$ cat src/rtl/adc_seq_pkg.sv
package adc_seq_pkg;

  typedef enum logic {SEQ_IDLE, SEQ_RUN} seq_state_e;

  // Index of the trial window that cycle cnt falls in (0 = MSB trial)
  function automatic int trial_slot(input int cnt, input int sample_len, input int per_bit);
    return (cnt - sample_len) / per_bit;
  endfunction

  // True in the final cycle of a trial window, where the comparator is taken
  function automatic logic decide_cycle(input int cnt, input int sample_len, input int per_bit);
    return ((cnt - sample_len) % per_bit) == (per_bit - 1);
  endfunction

endpackage

$ cat src/rtl/adc_conv_timer.sv
module adc_conv_timer #(
  parameter int CONV_CYCLES   = 138,
  parameter int SAMPLE_CYCLES = 84,
  parameter int BIT_CYCLES    = 6,
  parameter int RES_BITS      = 8,
  localparam int CNT_W = $clog2(CONV_CYCLES),
  localparam int TB_W  = $clog2(RES_BITS)
) (
  input  logic            clk,
  input  logic            rst_n,
  input  logic            run,
  output logic            sample_ph,
  output logic            trial_ph,
  output logic            decide,
  output logic [TB_W-1:0] trial_bit,
  output logic            last
);
  import adc_seq_pkg::*;

  localparam int TRIAL_END = SAMPLE_CYCLES + RES_BITS * BIT_CYCLES;

  logic [CNT_W-1:0] cnt;
  int               ci;
  int               slot;

  always_comb begin
    ci        = int'(cnt);
    slot      = trial_slot(ci, SAMPLE_CYCLES, BIT_CYCLES);
    last      = run && (ci == CONV_CYCLES - 1);
    sample_ph = run && (ci < SAMPLE_CYCLES);
    trial_ph  = run && (ci >= SAMPLE_CYCLES) && (ci < TRIAL_END);
    decide    = trial_ph && decide_cycle(ci, SAMPLE_CYCLES, BIT_CYCLES);
    trial_bit = TB_W'(RES_BITS - 1 - slot);
  end

  always_ff @(posedge clk) begin
    if (!rst_n)            cnt <= '0;
    else if (!run || last) cnt <= '0;
    else                   cnt <= cnt + 1'b1;
  end

endmodule

$ cat src/rtl/adc_sar_reg.sv
module adc_sar_reg #(
  parameter int RES_BITS = 8,
  localparam int TB_W = $clog2(RES_BITS)
) (
  input  logic                clk,
  input  logic                rst_n,
  input  logic                clear,
  input  logic                trial_en,
  input  logic [TB_W-1:0]     trial_bit,
  input  logic                decide,
  input  logic                cmp_in,
  output logic [RES_BITS-1:0] dac_code,
  output logic [RES_BITS-1:0] result
);
  logic [RES_BITS-1:0] approx;
  logic [RES_BITS-1:0] probe;

  assign probe    = {{(RES_BITS-1){1'b0}}, 1'b1} << trial_bit;
  assign dac_code = trial_en ? (approx | probe) : approx;
  assign result   = approx;

  always_ff @(posedge clk) begin
    if (!rst_n || clear)      approx <= '0;
    else if (decide && cmp_in) approx <= approx | probe;
  end

endmodule

$ cat src/rtl/adc_result_bank.sv
module adc_result_bank #(
  parameter int NCH      = 8,
  parameter int RES_BITS = 8,
  localparam int CH_W = $clog2(NCH)
) (
  input  logic                clk,
  input  logic                rst_n,
  input  logic                wr,
  input  logic [CH_W-1:0]     wr_ch,
  input  logic [RES_BITS-1:0] wr_val,
  input  logic [CH_W-1:0]     rd_ch,
  output logic [RES_BITS-1:0] rd_val
);
  logic [RES_BITS-1:0] slots [NCH];

  for (genvar g = 0; g < NCH; g++) begin : g_slot
    always_ff @(posedge clk) begin
      if (!rst_n)                           slots[g] <= '0;
      else if (wr && (wr_ch == CH_W'(g)))   slots[g] <= wr_val;
    end
  end

  assign rd_val = slots[rd_ch];

endmodule

$ cat src/rtl/adc_scan_seq.sv
module adc_scan_seq #(
  parameter int NCH           = 8,
  parameter int RES_BITS      = 8,
  parameter int CONV_CYCLES   = 138,
  parameter int SAMPLE_CYCLES = 84,
  parameter int BIT_CYCLES    = 6,
  localparam int CH_W   = $clog2(NCH),
  localparam int CTRL_W = 2 + CH_W,
  localparam int TB_W   = $clog2(RES_BITS)
) (
  input  logic                clk,
  input  logic                rst_n,
  input  logic                ctl_we,
  input  logic [CTRL_W-1:0]   ctl_wdata,
  input  logic                ext_trig,
  input  logic [CH_W-1:0]     rd_ch,
  output logic [RES_BITS-1:0] rd_val,
  input  logic                cmp_in,
  output logic [RES_BITS-1:0] dac_code,
  output logic [CH_W-1:0]     mux_sel,
  output logic                sh_en,
  output logic                busy,
  output logic                eoc
);
  import adc_seq_pkg::*;

  seq_state_e          state;
  logic                cfg_auto, scan_auto, ext_q;
  logic [CH_W-1:0]     cfg_start, chan;
  logic                trig, start_evt, conv_done, scan_end;
  logic                trial_ph, decide;
  logic [TB_W-1:0]     trial_bit;
  logic [RES_BITS-1:0] result;

  // Named events used by the checker
  assign trig      = (ctl_we && ctl_wdata[0]) || (ext_trig && !ext_q);
  assign busy      = (state == SEQ_RUN);
  assign start_evt = trig && !busy;
  assign scan_end  = conv_done && (!scan_auto || (chan == CH_W'(NCH - 1)));
  assign mux_sel   = chan;

  adc_conv_timer #(
    .CONV_CYCLES(CONV_CYCLES), .SAMPLE_CYCLES(SAMPLE_CYCLES),
    .BIT_CYCLES(BIT_CYCLES), .RES_BITS(RES_BITS)
  ) u_timer (
    .clk(clk), .rst_n(rst_n), .run(busy),
    .sample_ph(sh_en), .trial_ph(trial_ph), .decide(decide),
    .trial_bit(trial_bit), .last(conv_done)
  );

  adc_sar_reg #(.RES_BITS(RES_BITS)) u_sar (
    .clk(clk), .rst_n(rst_n), .clear(sh_en), .trial_en(trial_ph),
    .trial_bit(trial_bit), .decide(decide), .cmp_in(cmp_in),
    .dac_code(dac_code), .result(result)
  );

  adc_result_bank #(.NCH(NCH), .RES_BITS(RES_BITS)) u_bank (
    .clk(clk), .rst_n(rst_n), .wr(conv_done), .wr_ch(chan), .wr_val(result),
    .rd_ch(rd_ch), .rd_val(rd_val)
  );

  always_ff @(posedge clk) begin
    if (!rst_n) begin
      state     <= SEQ_IDLE;
      cfg_auto  <= 1'b0;
      cfg_start <= '0;
      scan_auto <= 1'b0;
      chan      <= '0;
      ext_q     <= 1'b0;
      eoc       <= 1'b0;
    end else begin
      ext_q <= ext_trig;
      if (ctl_we) begin
        cfg_auto  <= ctl_wdata[1];
        cfg_start <= ctl_wdata[CTRL_W-1:2];
      end
      if (scan_end)                  eoc <= 1'b1;
      else if (ctl_we || start_evt)  eoc <= 1'b0;
      case (state)
        SEQ_IDLE: if (trig) begin
          state     <= SEQ_RUN;
          chan      <= ctl_we ? ctl_wdata[CTRL_W-1:2] : cfg_start;
          scan_auto <= ctl_we ? ctl_wdata[1] : cfg_auto;
        end
        SEQ_RUN: if (conv_done) begin
          if (scan_end) state <= SEQ_IDLE;
          else          chan  <= chan + 1'b1;
        end
        default: state <= SEQ_IDLE;
      endcase
    end
  end

endmodule

$ cat config.mk
export PLATFORM = sky130hd
export DESIGN_NAME = adc_scan_seq
export DESIGN_NICKNAME = d
export VERILOG_FILES = /design/src/rtl/adc_seq_pkg.sv /design/src/rtl/adc_conv_timer.sv /design/src/rtl/adc_sar_reg.sv /design/src/rtl/adc_result_bank.sv /design/src/rtl/adc_scan_seq.sv
export SDC_FILE = /design/constraint.sdc
export NUM_CORES = 1
export LEC_CHECK = 0
export BUFFER_PORTS_ARGS = -buffer_cell sky130_fd_sc_hd__buf_4
export CORE_MARGIN = 2
export CORE_UTILIZATION = 31
export CTS_BUF_LIST = sky130_fd_sc_hd__clkbuf_8
export DETAILED_ROUTE_END_ITERATION = 16
export GPL_TIMING_DRIVEN = 0
export SETUP_SLACK_MARGIN = 0.02
export SYNTH_ARGS = -nofsm -noshare
export SYNTH_HDL_FRONTEND = slang
export SYNTH_SLANG_ARGS = --single-unit
$ cat constraint.sdc
create_clock -name clk -period 4.5 [get_ports clk]
set_clock_uncertainty 0.2 [all_clocks]
set_input_delay 0.225 -clock clk [delete_from_list [all_inputs] [get_ports clk]]
set_output_delay 0.225 -clock clk [all_outputs]
set_load 0.05 [all_outputs]
==> reports/results.txt, run 1 <==
The flow ran to the end, and the final reports show no timing, DRC or antenna violations. Compared with the post-synthesis result, the final layout area differs by 24.9%. The logs give 51.6% for the portion of total power attributed to sequential cells and 2 for the maximum buffer depth of the clock tree.

The number of maximum-capacitance violations was 0; the synthesis-stage register bit count was 91. Cell type contributing the most total cell area after synthesis: sky130_fd_sc_hd__edfxtp_1. The main flop type after synthesis was sky130_fd_sc_hd__edfxtp_1. The switching power share of the total is 27.4%.

Traced cell by cell, the critical path runs through buf_4, nor2_1, a31oi_4, a2111oi_4, buf_4, nor2_4, nor2_4, o22ai_1, o221ai_4, a21oi_4, ha_4, nor2_4, a31oi_4, and2b_2, a21o_1, buf_6. Biggest cell delay along the critical path: 460 ps. In this run the remaining antenna-violating nets after routing total 0. Total power for the finished layout comes to 1.82 mW. STA puts the critical path data required time at 4070 ps. For the total DRC errors in the routed layout, the log shows 0. The number of diodes added for antenna fixing is 0.

The run gives 43.4% as the proportion of synthesized chip area in sequential cells. The critical path contains buffers and inverters numbering 3 combined. The post-synthesis instance total was 548.

The data arrival time at the worst-slack endpoint is 4020 ps. Kind of capture point of the worst setup path: an output pin. For this block, the initial DRC count from the detailed router was 277. For this run, asynchronously set or reset flops after synthesis account for 0%.

After clock tree synthesis, the clock-pin slew on the worst setup and hold paths is 90 ps. In this run the power density over the cells is 257 nW/um^2. The cell chosen for the clock root was sky130_fd_sc_hd__clkbuf_8. The number of enable-type register cells in the synthesized netlist came out at 64. Cell internal power was estimated by the tool at 1.32 mW. Summing over every cut layer, the via total after detailed routing is 4563.

Buffers inserted during clock tree synthesis total 9. For this run, the number of Yosys warnings is 0. For the maximum clock rate, the log shows 225 MHz.

Cell repeated most along the worst path: sky130_fd_sc_hd__nor2_4. The run gives 15300 um as the routed wire length. Combinational cells account for 18.0% of the total power.

The synthesized net count is 580, and the HPWL after detailed placement is 10600 um. STA classifies the critical path startpoint as a flop. The number of clock sinks is 91, and the largest net degree at the start of global routing is 15. The post-synthesis area per instance is 10.4 sq um, and the time the worst path needs with I/O delays and setup is 4440 ps.

The run gives 3 as the H-tree depth reported by CTS. Yosys attributes the largest share of cell area to sky130_fd_sc_hd__edfxtp_1, sky130_fd_sc_hd__dfxtp_1, sky130_fd_sc_hd__mux4_2, sky130_fd_sc_hd__and3_1, sky130_fd_sc_hd__ha_1. 35 I/O pins were placed. The global-route wire length before repair was 23700 um; the final RePlAce weighted congestion was 0.897.

The logs give 0 for the number of endpoints with negative hold slack in the final report and 7090 sq um for the final instance area. The initial standard-cell utilization of the core is 31.6%, and the detailed-router iteration count before antenna repair is 5. Once placement finished, the instance area stood at 6190 sq um.

The largest individual stage delay along the critical path comes from the cell sky130_fd_sc_hd__a2111oi_4. Of the available clock period, the critical path in the final layout requires 98.7%. The die covers 19400 sq um. The run gives 0 as the max-slew violation total from the final report.

In this run the biggest area consumer among cell types represents 33.8% of the synthesized area. The number of unique standard cell types used by synthesis came out at 74. Setup violations remaining at the end of the flow were counted as 0. The remaining max-slew budget at the tightest pin is 45.3%. After detailed routing, the number of vias per cell comes to 5.32. At the later pin of the worst-skew pair, clock insertion delay measures 370 ps. The tools report the number of nets in the final layout as 655. The type of the worst setup path is flop to output pin.

Summed over all cells, the static leakage comes to 2.73 nW. The row count is 49. Setup repair after global routing could not meet its margin everywhere. VDD sags by at most 0.138 mV.

The floorplan step set the die width to 139 um. For the pin with the worst max-slew slack, the measured transition is 820 ps. The initial antenna violation count came out at 0.

The analysis attributes to net switching a power of 0.500 mW. Across all register-to-register paths, the minimum setup slack is 200 ps. In this design, the largest share of critical-path delay is due to compound AO/OA/AOI/OAI gates. For this run the aggregate overflow at the end of global routing stands at 0. The tightest min-delay check is of the primary input to flop type. TritonCTS built the clock tree. The number of input and output port buffers inserted was 30. The maximum fanout along the worst path was 8; the combined area of all synthesized cells was 5680 sq um. The share of cells above drive strength 1 was 30.7%. The die extent in y is 139 um.

The number of global-route vias before repair was 4520; the placeable core area was 18000 sq um. Global routing used 15.3% of the available tracks. Clock network power share: 30.4%. In the final routed layout, each cell accounts on average for 17.8 um.
[worst min-delay path, cell delays in order]
cell                      delay, ps
sky130_fd_sc_hd__buf_4          140
sky130_fd_sc_hd__nand3_1        260
sky130_fd_sc_hd__nor2_1          80
[layout by cell type, fill, tap and decap left out, types with 12 or more instances in the layout]
master / n
sky130_fd_sc_hd__nand3_1: 12
sky130_fd_sc_hd__dfxtp_1: 23
sky130_fd_sc_hd__nand2_1: 49
sky130_fd_sc_hd__buf_6: 13
sky130_fd_sc_hd__mux4_2: 16
sky130_fd_sc_hd__and3_1: 52
sky130_fd_sc_hd__clkbuf_1: 16
sky130_fd_sc_hd__and2_1: 19
sky130_fd_sc_hd__buf_4: 54
sky130_fd_sc_hd__nor3_1: 13
sky130_fd_sc_hd__ha_1: 15
sky130_fd_sc_hd__inv_1: 15
sky130_fd_sc_hd__nor2_1: 33
sky130_fd_sc_hd__edfxtp_1: 64
[power by group through the flow]
stage	Clock [mW]	Combinational, mW	Sequential (mW)
CTS	0.567	0.311	0.942
floorplan	0	0.197	0.968
global route	0.603	0.351	0.946
detailed placement	0	0.286	0.963
finish	0.555	0.328	0.942
global placement	0	0.281	0.961
[sequential cells by signal, indices dropped and copies added (netlist names)]
register,cells
cfg_auto,1
ext_q,1
cfg_start,3
busy,1
mux_sel,3
u_bank.slots,64
u_timer.cnt,8
u_sar.result,8
scan_auto,1
eoc,1
[Yosys cell counts (all sizes together), types with 16 or more instances]
library cell   n
edfxtp        64
nand2         53
and3          52
nor2          42
dfxtp         27
and2          22
clkbuf        19
ha            19
nor3          19
a21oi         18
inv           17
mux4          16
o21ai         16
[final cells by class]
class	instances	area (sq um)
fill	1738	10900
multi-input combinational	406	3360
sequential	91	2470
clock buffer	10	138
buffer	31	164
clock inverter	6	55.1
timing repair buffer	67	547
tap	229	287
inverter	17	68.8
[cell families after synthesis]
group | after synthesis | share of synthesized area [%]
and+or+nand+nor | 238 | 22.1
muxes | 32 | 9.36
DFF | 91 | 43.4
xor gates and xnor gates | 14 | 2.16
buffers and inverters | 51 | 3.99
AOI/OAI and AO/OA | 103 | 14.9
adders and majority gates | 19 | 4.19
[path summary, 6_finish.rpt]
| path | start | cells after the start | to |
|---|---|---|---|
| setup reg to reg | u_timer.cnt[3] | 20 | u_sar.result[4] |
| hold reg to reg | scan_auto | 1 | scan_auto |
| hold / removal | rst_n | 3 | u_timer.cnt[2] |
| setup / recovery | u_timer.cnt[3] | 16 | dac_code[3] |
[layer usage]
layer | share of wire, % | GRT usage (%) | wire length [um] | vias up
met5 | 0 | 0 | 0 | -
met4 | 1.1 | 4.04 | 167 | 0
met3 | 4.3 | 3.41 | 659 | 12
met2 | 52 | 26.5 | 8030 | 92
met1 | 42 | 19.2 | 6440 | 2270
li1 | - | - | - | 2189
[what timing repair did]
item                                   in CTS  in global routing
setup endpoints to repair                  16                 16
pin swaps                                  24                 27
resized for setup                          53                 59
cloned                                      0                  1
buffers inserted                           12                 19
hold buffers                                5                  0
endpoints found under the hold margin       5                  0
[metrics by stage]
stage	hold slack (ps)	utilization (%)	std cells	setup slack, ps	setup TNS, ps
6_report	160	39.5	857	57.8	0
5_1_grt	178	39.5	857	-87.6	-174
4_1_cts	141	37.6	839	-112	-1090
3_5_place_dp	257	34.5	807	-697	-10220
3_3_place_gp	251	34.5	807	-638	-8900
2_1_floorplan	152	-	548	34.0	0
No activity file was read; power rests on OpenSTA's default activity.
==> run 2: changes to the inputs <==
Clock period 4.5 ns to 4.1 ns, I/O delays scaled along.
==> run 2 against run 1 <==
- the flow now finishes with violations (setup timing)
- total power grew 13%
- combinational power grew 11%
- largest cell class unchanged
- hold slack lost 4.4 ps
- first-iteration DRC count shrank 25%
- cell area grew 1.2%
- clock-buffer cell count is the same
- critical endpoint unchanged
- critical path type unchanged
==> reports/results.txt, run 2 (same netlist as run 1, synthesis figures left out) <==
The flow ran to the end, but the final reports show violations. The checks that failed: setup timing. The logs give 3690 ps (was 4070 ps) for the data required time of the critical path and 49 (unchanged) for the row count. For the clock network power share, the log shows 32.3% (was 30.4%).

The logs give 4560 (was 4563) for the detailed-route via count and 7180 sq um (was 7090 sq um) for the final instance area. The total setup violations reported at the end of the flow is 16 (was 0). The internal power was 1.52 mW (was 1.32 mW). The clock latency reported for the late side of the worst-skew pair is 360 ps (was 370 ps). The maximum fanout along the worst path came out at 8 (unchanged).

The number of clock sinks is 91 (unchanged), and the register clock-pin slew on the reported worst setup and hold paths is 80 ps (was 90 ps). The number of maximum-capacitance violations was 0 (unchanged); the instance area after placement was 6280 sq um (was 6190 sq um). The logs give 0.182 mV (was 0.138 mV) for the peak supply drop and 50.0% (was 51.6%) for the portion of total power attributed to sequential cells. The number of diodes added for antenna fixing was 0 (unchanged). The max-slew violation total from the final report was 0 (unchanged); the DRC marker count from the first detailed-route iteration was 209 (was 277). The run gives 41.3% (was 45.3%) as the remaining max-slew budget at the tightest pin. TritonCTS built the clock tree. Critical path's top delay family: compound AO/OA/AOI/OAI gates (unchanged). Flip-flop count of the largest register after layout: 64 (unchanged). Setup repair after global routing could not meet its margin everywhere. The share of cells above drive strength 1 came out at 32.4% (was 30.7%).

The total DRC errors in the routed layout was 0 (unchanged). The tools report the count of placed standard cells including taps as 807 (unchanged). The proportion of power drawn by combinational gates was 17.6% (was 18.0%). The area added between synthesis and finish is 26.4% (was 24.9%), and the HPWL after detailed placement is 10700 um (was 10600 um).

Non-filler instance count after layout: 856 (was 857). Standard cell with the maximum stage delay on the critical path: sky130_fd_sc_hd__or3_4 (was sky130_fd_sc_hd__a2111oi_4). The maximum buffer depth of the clock tree is 2 (unchanged), and the die extent in y is 139 um (unchanged). The CTS buffer count was 9 (unchanged). Worst hold path class: primary input to flop (unchanged). Cell repeated most along the worst path: sky130_fd_sc_hd__nor2_4 (unchanged).

The final RePlAce weighted congestion came out at 0.878 (was 0.897). For the H-tree depth reported by CTS, the log shows 3 (unchanged). Measured slew at the worst slew-check pin: 880 ps (was 820 ps). The initial antenna violation count is 0 (unchanged).

The placeable core area was 18000 sq um (unchanged); the die footprint was 19400 sq um (unchanged). The power per cell area works out to 288 nW/um^2 (was 257 nW/um^2). The startpoint kind of the worst setup timing path is a flop (unchanged).

For the largest net degree at the start of global routing, the log shows 16 (was 15). Largest register by flop count: u_bank.slots (unchanged). The die extent in x was 139 um (unchanged). The logs give -290 ps (was 57.8 ps) for the worst path setup slack after routing and 3990 ps (was 4020 ps) for the data arrival time at the worst-slack endpoint.

Cell chosen for the clock root: sky130_fd_sc_hd__clkbuf_8 (unchanged). The worst hold slack across all endpoints was 156 ps (was 160 ps); the time the worst path needs with I/O delays and setup was 4390 ps. Core utilization of the finished layout: 40.0% (was 39.5%). The leading cell type in the layout, fill and taps excluded was sky130_fd_sc_hd__edfxtp_1 (unchanged). Commonest non-fill, non-tap cells in the layout: sky130_fd_sc_hd__edfxtp_1, sky130_fd_sc_hd__buf_4, sky130_fd_sc_hd__and3_1 (unchanged). For the global-route wire length before repair, the log shows 24700 um (was 23700 um).

The remaining global-route overflow was 0 (unchanged); the number of input and output port buffers inserted was 30 (unchanged). The ratio of routed vias to standard cells was 5.33 (was 5.32). Number of placed I/O pins: 35 (unchanged). The switching power share of the total is 26.6% (was 27.4%), and the total track usage is 15.7% (was 15.3%). Biggest cell delay along the critical path: 400 ps (was 460 ps). The tools report the number of global-route vias before repair as 4683 (was 4520).

In the finished design, the share of the clock period the worst path needs comes to 107%. For the reported leakage power, the log shows 2.72 nW (was 2.73 nW). The type of the worst setup path is flop to output pin (unchanged). For the filler cell count, the log shows 1721 (was 1738). The kind of capture point of the worst setup path was an output pin (unchanged). The tools report the power spent charging and discharging nets as 0.551 mW (was 0.500 mW). Crit-path cells: buf_8, inv_4, ha_4, nand2b_4, or3_4, a211oi_4, buf_6, nor2_4, nor2_4, o22ai_2, o221ai_4, a21oi_4, ha_4, nor2_4, a31oi_4, and2b_2, a21o_2, buf_8 (was buf_4, nor2_1, a31oi_4, a2111oi_4, buf_4, nor2_4, nor2_4, o22ai_1, o221ai_4, a21oi_4, ha_4, nor2_4, a31oi_4, and2b_2, a21o_1, buf_6). The number of endpoints with negative hold slack in the final report was 0 (unchanged).

The routed wire length was 15400 um (was 15300 um); the setup slack after placement was -739 ps (was -697 ps). The maximum clock rate was 228 MHz; the initial standard-cell utilization of the core was 31.6% (unchanged). The detailed-router iteration count before antenna repair is 4 (was 5), and the number of nets in the final layout is 654 (was 655). The post-detailed-route count of antenna-violating nets was 0 (unchanged). The average routed wire per standard cell is 18.0 um (was 17.8 um).

The combined buffer and inverter count along the critical path came out at 4 (was 3).
## run 2: cell count changes in the layout (fill, tap and decap cells not counted), sizes merged
cell / previous run / this run
bufinv: 1 / 2
clkbuf: 29 / 31
buf: 74 / 71
clkinv: 1 / 0
## run 2: worst reg2reg max path, stage by stage (launching register included)
cell and delay (ps):
sky130_fd_sc_hd__dfxtp_4 360, sky130_fd_sc_hd__buf_8 100, sky130_fd_sc_hd__inv_4 30, sky130_fd_sc_hd__ha_4 180, sky130_fd_sc_hd__nand2b_4 200, sky130_fd_sc_hd__or3_4 400, sky130_fd_sc_hd__a211oi_4 340, sky130_fd_sc_hd__or3_1 220
sky130_fd_sc_hd__o211ai_1 130, sky130_fd_sc_hd__a32oi_2 280, sky130_fd_sc_hd__o21ai_4 120, sky130_fd_sc_hd__a21oi_4 180, sky130_fd_sc_hd__buf_6 160, sky130_fd_sc_hd__xnor2_1 120, sky130_fd_sc_hd__ha_1 250, sky130_fd_sc_hd__nand2_1 60
sky130_fd_sc_hd__nand4_1 110, sky130_fd_sc_hd__a311oi_2 210, sky130_fd_sc_hd__nand2_1 120, sky130_fd_sc_hd__a21oi_4 170, sky130_fd_sc_hd__nand2_2 110, sky130_fd_sc_hd__o31ai_1 210
## run 2: area by class of cell
type                    instances  area (sq um)  area share (%)
inverters                      17          73.8            1.03
plain buffers                  32           176            2.46
flip-flops and latches         91          2470            34.5
repair buffers                 65           533            7.43
well taps                     229           287            3.99
clock inverters                 6          80.1            1.12
clock buffers                  10           138            1.92
multi-input cells             406          3410            47.6
## run 2: worst paths after layout
kind                            cells past startpoint         endpoint      startpoint  slack, ps
worst max-delay path                               18      dac_code[3]  u_timer.cnt[2]       -290
worst min-delay path                                3   u_timer.cnt[0]           rst_n        160
worst max register to register                     21  u_sar.result[0]  u_timer.cnt[2]       -240
worst min register to register                      1        scan_auto       scan_auto        310
## run 2: metrics by stage
stage	TNS, ps	total power [mW]
after floorplan	-393	1.28
after global placement	-9670	1.37
after detailed placement	-10770	1.38
after CTS	-3020	2.06
after global routing	-6260	2.14
final	-3380	2.07
## run 2: power groups by stage
stage | Combinational (mW) | Sequential (mW) | Clock (mW)
finish | 0.364 | 1.03 | 0.668
global route | 0.392 | 1.04 | 0.711
CTS | 0.355 | 1.04 | 0.673
detailed placement | 0.321 | 1.06 | 0
global placement | 0.314 | 1.05 | 0
floorplan | 0.221 | 1.06 | 0
## run 2: per-layer routing
layer | GRT usage, % | share of wire (%) | wire [um] | up-vias
li1 | - | - | - | 2194
met1 | 20.3 | 44 | 6740 | 2244
met2 | 27.7 | 51 | 7890 | 107
met3 | 1.86 | 3.4 | 517 | 15
met4 | 4.84 | 1.5 | 238 | 0
met5 | 0 | 0 | 0 | -
## run 2: what timing repair did
action | CTS | global route
hold buffers | 5 | 0
hold endpoints to repair | 5 | 0
gates cloned | 2 | 0
setup endpoints to repair | 16 | 16
pin swaps | 28 | 12
resized for setup | 68 | 32
setup buffers | 22 | 6
==> run 3: changes to the inputs <==
Settings changed: RECOVER_POWER set to 50.
==> run 3 against run 2 <==
- the flow still finishes with violations (setup timing)
- critical endpoint unchanged
- maximum frequency shrank 0.12%
- sequential cell count stayed put
- sequential power barely moved
- clock-buffer cell count is the same
==> reports/results.txt, run 3 (same netlist as run 1, synthesis figures left out) <==
The flow ran to the end, but the final reports show violations. Violated checks: setup timing (unchanged). Max-slew violation total from the final report: 0 (unchanged). The logs give 15400 um (about the same) for the routed wire length and 31.6% (unchanged) for the initial standard-cell utilization of the core.

The number of global-route vias before repair was 4683 (unchanged). The start of the worst register-to-register path is u_timer.cnt[2] (unchanged). The H-tree depth reported by CTS was 3 (unchanged).

The post-route clock period utilization works out to 107% (about the same). The number of maximum-capacitance violations was 0 (unchanged); the HPWL after detailed placement was 10700 um (unchanged). The number of endpoints with negative hold slack in the final report was 0 (unchanged). The average routed wire per standard cell was 18.0 um (about the same); the instance area after placement was 6280 sq um (unchanged). The number of placed I/O pins was 35 (unchanged). For the DRC marker count from the first detailed-route iteration, the log shows 251 (was 209).

The source of the worst hold timing path is rst_n (unchanged). The worst hold path class is primary input to flop (unchanged). The die extent in y was 139 um (unchanged). The data required time of the critical path was 3690 ps (about the same); the ratio of routed vias to standard cells was 5.33 (about the same). The run gives 41.0% (was 41.3%) as the remaining max-slew budget at the tightest pin. Commonest non-fill, non-tap cells in the layout: sky130_fd_sc_hd__edfxtp_1, sky130_fd_sc_hd__and3_1, sky130_fd_sc_hd__nand2_1 (was sky130_fd_sc_hd__edfxtp_1, sky130_fd_sc_hd__buf_4, sky130_fd_sc_hd__and3_1). The run gives 9 (unchanged) as the CTS buffer count. The detailed-route via count was 4566 (was 4560); the placeable core area was 18000 sq um (unchanged).

The reported leakage power is 2.68 nW (was 2.72 nW), and the area added between synthesis and finish is 25.9% (was 26.4%). Post-detailed-route count of antenna-violating nets: 0 (unchanged). Crit-path cells: buf_8, inv_4, ha_4, nand2b_4, or3_4, a211oi_4, buf_6, nor2_4, nor2_4, o22ai_2, o221ai_4, a21oi_4, ha_4, nor2_4, a31oi_4, and2b_2, a21o_2, buf_8 (unchanged).

The clock latency reported for the late side of the worst-skew pair came out at 360 ps (about the same). Sum of negative setup slack: -3360 ps (was -3380 ps). Setup repair after global routing could not meet its margin everywhere. The maximum clock rate is 228 MHz (about the same). The flop-to-flop setup slack is -230 ps (was -240 ps), and the total DRC errors in the routed layout is 0 (unchanged). Maximum buffer depth of the clock tree: 2 (unchanged). The global-route wire length before repair was 24700 um (unchanged).

The end of the worst register-to-register path was u_sar.result[0] (unchanged). The length in cells of the worst reg-to-reg path was 21 (unchanged); the row count was 49 (unchanged). The tools report the endpoint with the worst hold slack as u_timer.cnt[0] (unchanged). The flip-flop count of the largest register after layout was 64 (unchanged); the worst hold path stage count was 3 (unchanged). The logs give 0 (unchanged) for the initial antenna violation count and 3990 ps (about the same) for the data arrival time at the worst-slack endpoint. Number of input and output port buffers inserted: 30 (unchanged).

The kind of capture point of the worst setup path was an output pin (unchanged). The remaining global-route overflow was 0 (unchanged); the die extent in x was 139 um (unchanged). The tools report the peak supply drop as 0.183 mV (was 0.182 mV).

The final instance area came out at 7150 sq um (was 7180 sq um). The number of nets in the final layout was 654 (unchanged); the share of cells above drive strength 1 was 31.3% (was 32.4%). The measured slew at the worst slew-check pin works out to 885 ps (was 880 ps). The total setup violations reported at the end of the flow was 16 (unchanged). The detailed-router iteration count before antenna repair is 4 (unchanged), and the maximum fanout along the worst path is 8 (unchanged). For the core utilization of the finished layout, the log shows 39.8% (was 40.0%). The cell chosen for the clock root was sky130_fd_sc_hd__clkbuf_8 (unchanged). The register clock-pin slew on the reported worst setup and hold paths was 80 ps (about the same). The startpoint kind of the worst setup timing path was a flop (unchanged). The worst path setup slack after routing came out at -295 ps (was -290 ps). Type of the worst setup path: flop to output pin (unchanged).

The logs give 0.878 (unchanged) for the final RePlAce weighted congestion and 0 (unchanged) for the number of diodes added for antenna fixing. Power per cell area: 289 nW/um^2 (was 288 nW/um^2). The number of clock sinks was 91 (unchanged). The biggest cell delay along the critical path was 400 ps (about the same); the die footprint was 19400 sq um (unchanged). Time the worst path needs with I/O delays and setup: 4400 ps (was 4390 ps). The standard cell with the maximum stage delay on the critical path was sky130_fd_sc_hd__or3_4 (unchanged). TritonCTS built the clock tree. The leading cell type in the layout, fill and taps excluded is sky130_fd_sc_hd__edfxtp_1 (unchanged).

The cell repeated most along the worst path was sky130_fd_sc_hd__nor2_4 (unchanged). For the worst hold slack across all endpoints, the log shows 152 ps (was 156 ps). For the largest net degree at the start of global routing, the log shows 16 (unchanged).

The count of placed standard cells including taps came out at 807 (unchanged). The non-filler instance count after layout came out at 856 (unchanged). For the total track usage, the log shows 15.7% (unchanged). Largest register by flop count: u_bank.slots (unchanged).
## run 3: cell count changes in the layout (fill, tap and decap cells not counted)
cell / change
sky130_fd_sc_hd__and2_0: +6
sky130_fd_sc_hd__and2_1: -6
sky130_fd_sc_hd__clkbuf_4: +3
sky130_fd_sc_hd__clkbuf_1: +7
sky130_fd_sc_hd__buf_4: -10
## run 3: timing repair
| action | CTS | global route |
|---|---|---|
| pin swaps | 28 | 12 |
| hold endpoints to repair | 5 | 0 |
| buffers inserted | 22 | 6 |
| resized for setup | 68 | 32 |
| hold buffers | 5 | 0 |
| setup endpoints to repair | 16 | 16 |
| cloned | 2 | 0 |
## run 3: final cells by class
cell class | instances | area (sq um)
Multi-Input combinational cell | 406 | 3410
Clock buffer | 10 | 138
Buffer | 32 | 176
Timing Repair Buffer | 65 | 507
Inverter | 17 | 73.8
Sequential cell | 91 | 2470
Fill cell | 1725 | 10800
Tap cell | 229 | 287
Clock inverter | 6 | 80.1
## run 3: how the worst max path moves through the flow
stage / to / start
5_1_grt: dac_code[3] / u_timer.cnt[2]
2_1_floorplan: u_sar.result[4] / u_timer.cnt[2]
6_report: dac_code[3] / u_timer.cnt[2]
3_3_place_gp: u_sar.result[5] / u_timer.cnt[3]
4_1_cts: dac_code[3] / u_timer.cnt[0]
3_5_place_dp: u_sar.result[5] / u_timer.cnt[2]
## run 3: metal layers
layer / vias up / wire length, um / GRT usage [%]
met5: - / 0 / 0
met4: 0 / 227 / 4.84
met3: 16 / 505 / 1.86
met2: 96 / 7920 / 27.7
met1: 2265 / 6750 / 20.3
li1: 2189 / - / -
## run 3: critical path, delay by kind of cell, from the launching register on
kind | cells | cell delay [ps]
and+or+nand+nor | 6 | 1150
adders and majority gates | 2 | 470
AOI/OAI and AO/OA | 6 | 1210
DFF | 1 | 360
buffers and inverters | 4 | 450
## run 3: metrics by stage
stage                     power, mW  worst slack (ps)
final                          2.07              -295
after global routing           2.14              -465
after CTS                      2.06              -211
after detailed placement       1.38              -739
after global placement         1.37              -647
after floorplan                1.28             -66.8
## run 3: power breakdown
group | switching, mW | internal (mW) | leakage (nW)
Combinational | 0.223 | 0.138 | 1.73
Clock | 0.313 | 0.357 | 0.120
Sequential | 0.0167 | 1.02 | 0.830
Total | 0.553 | 1.51 | 2.68
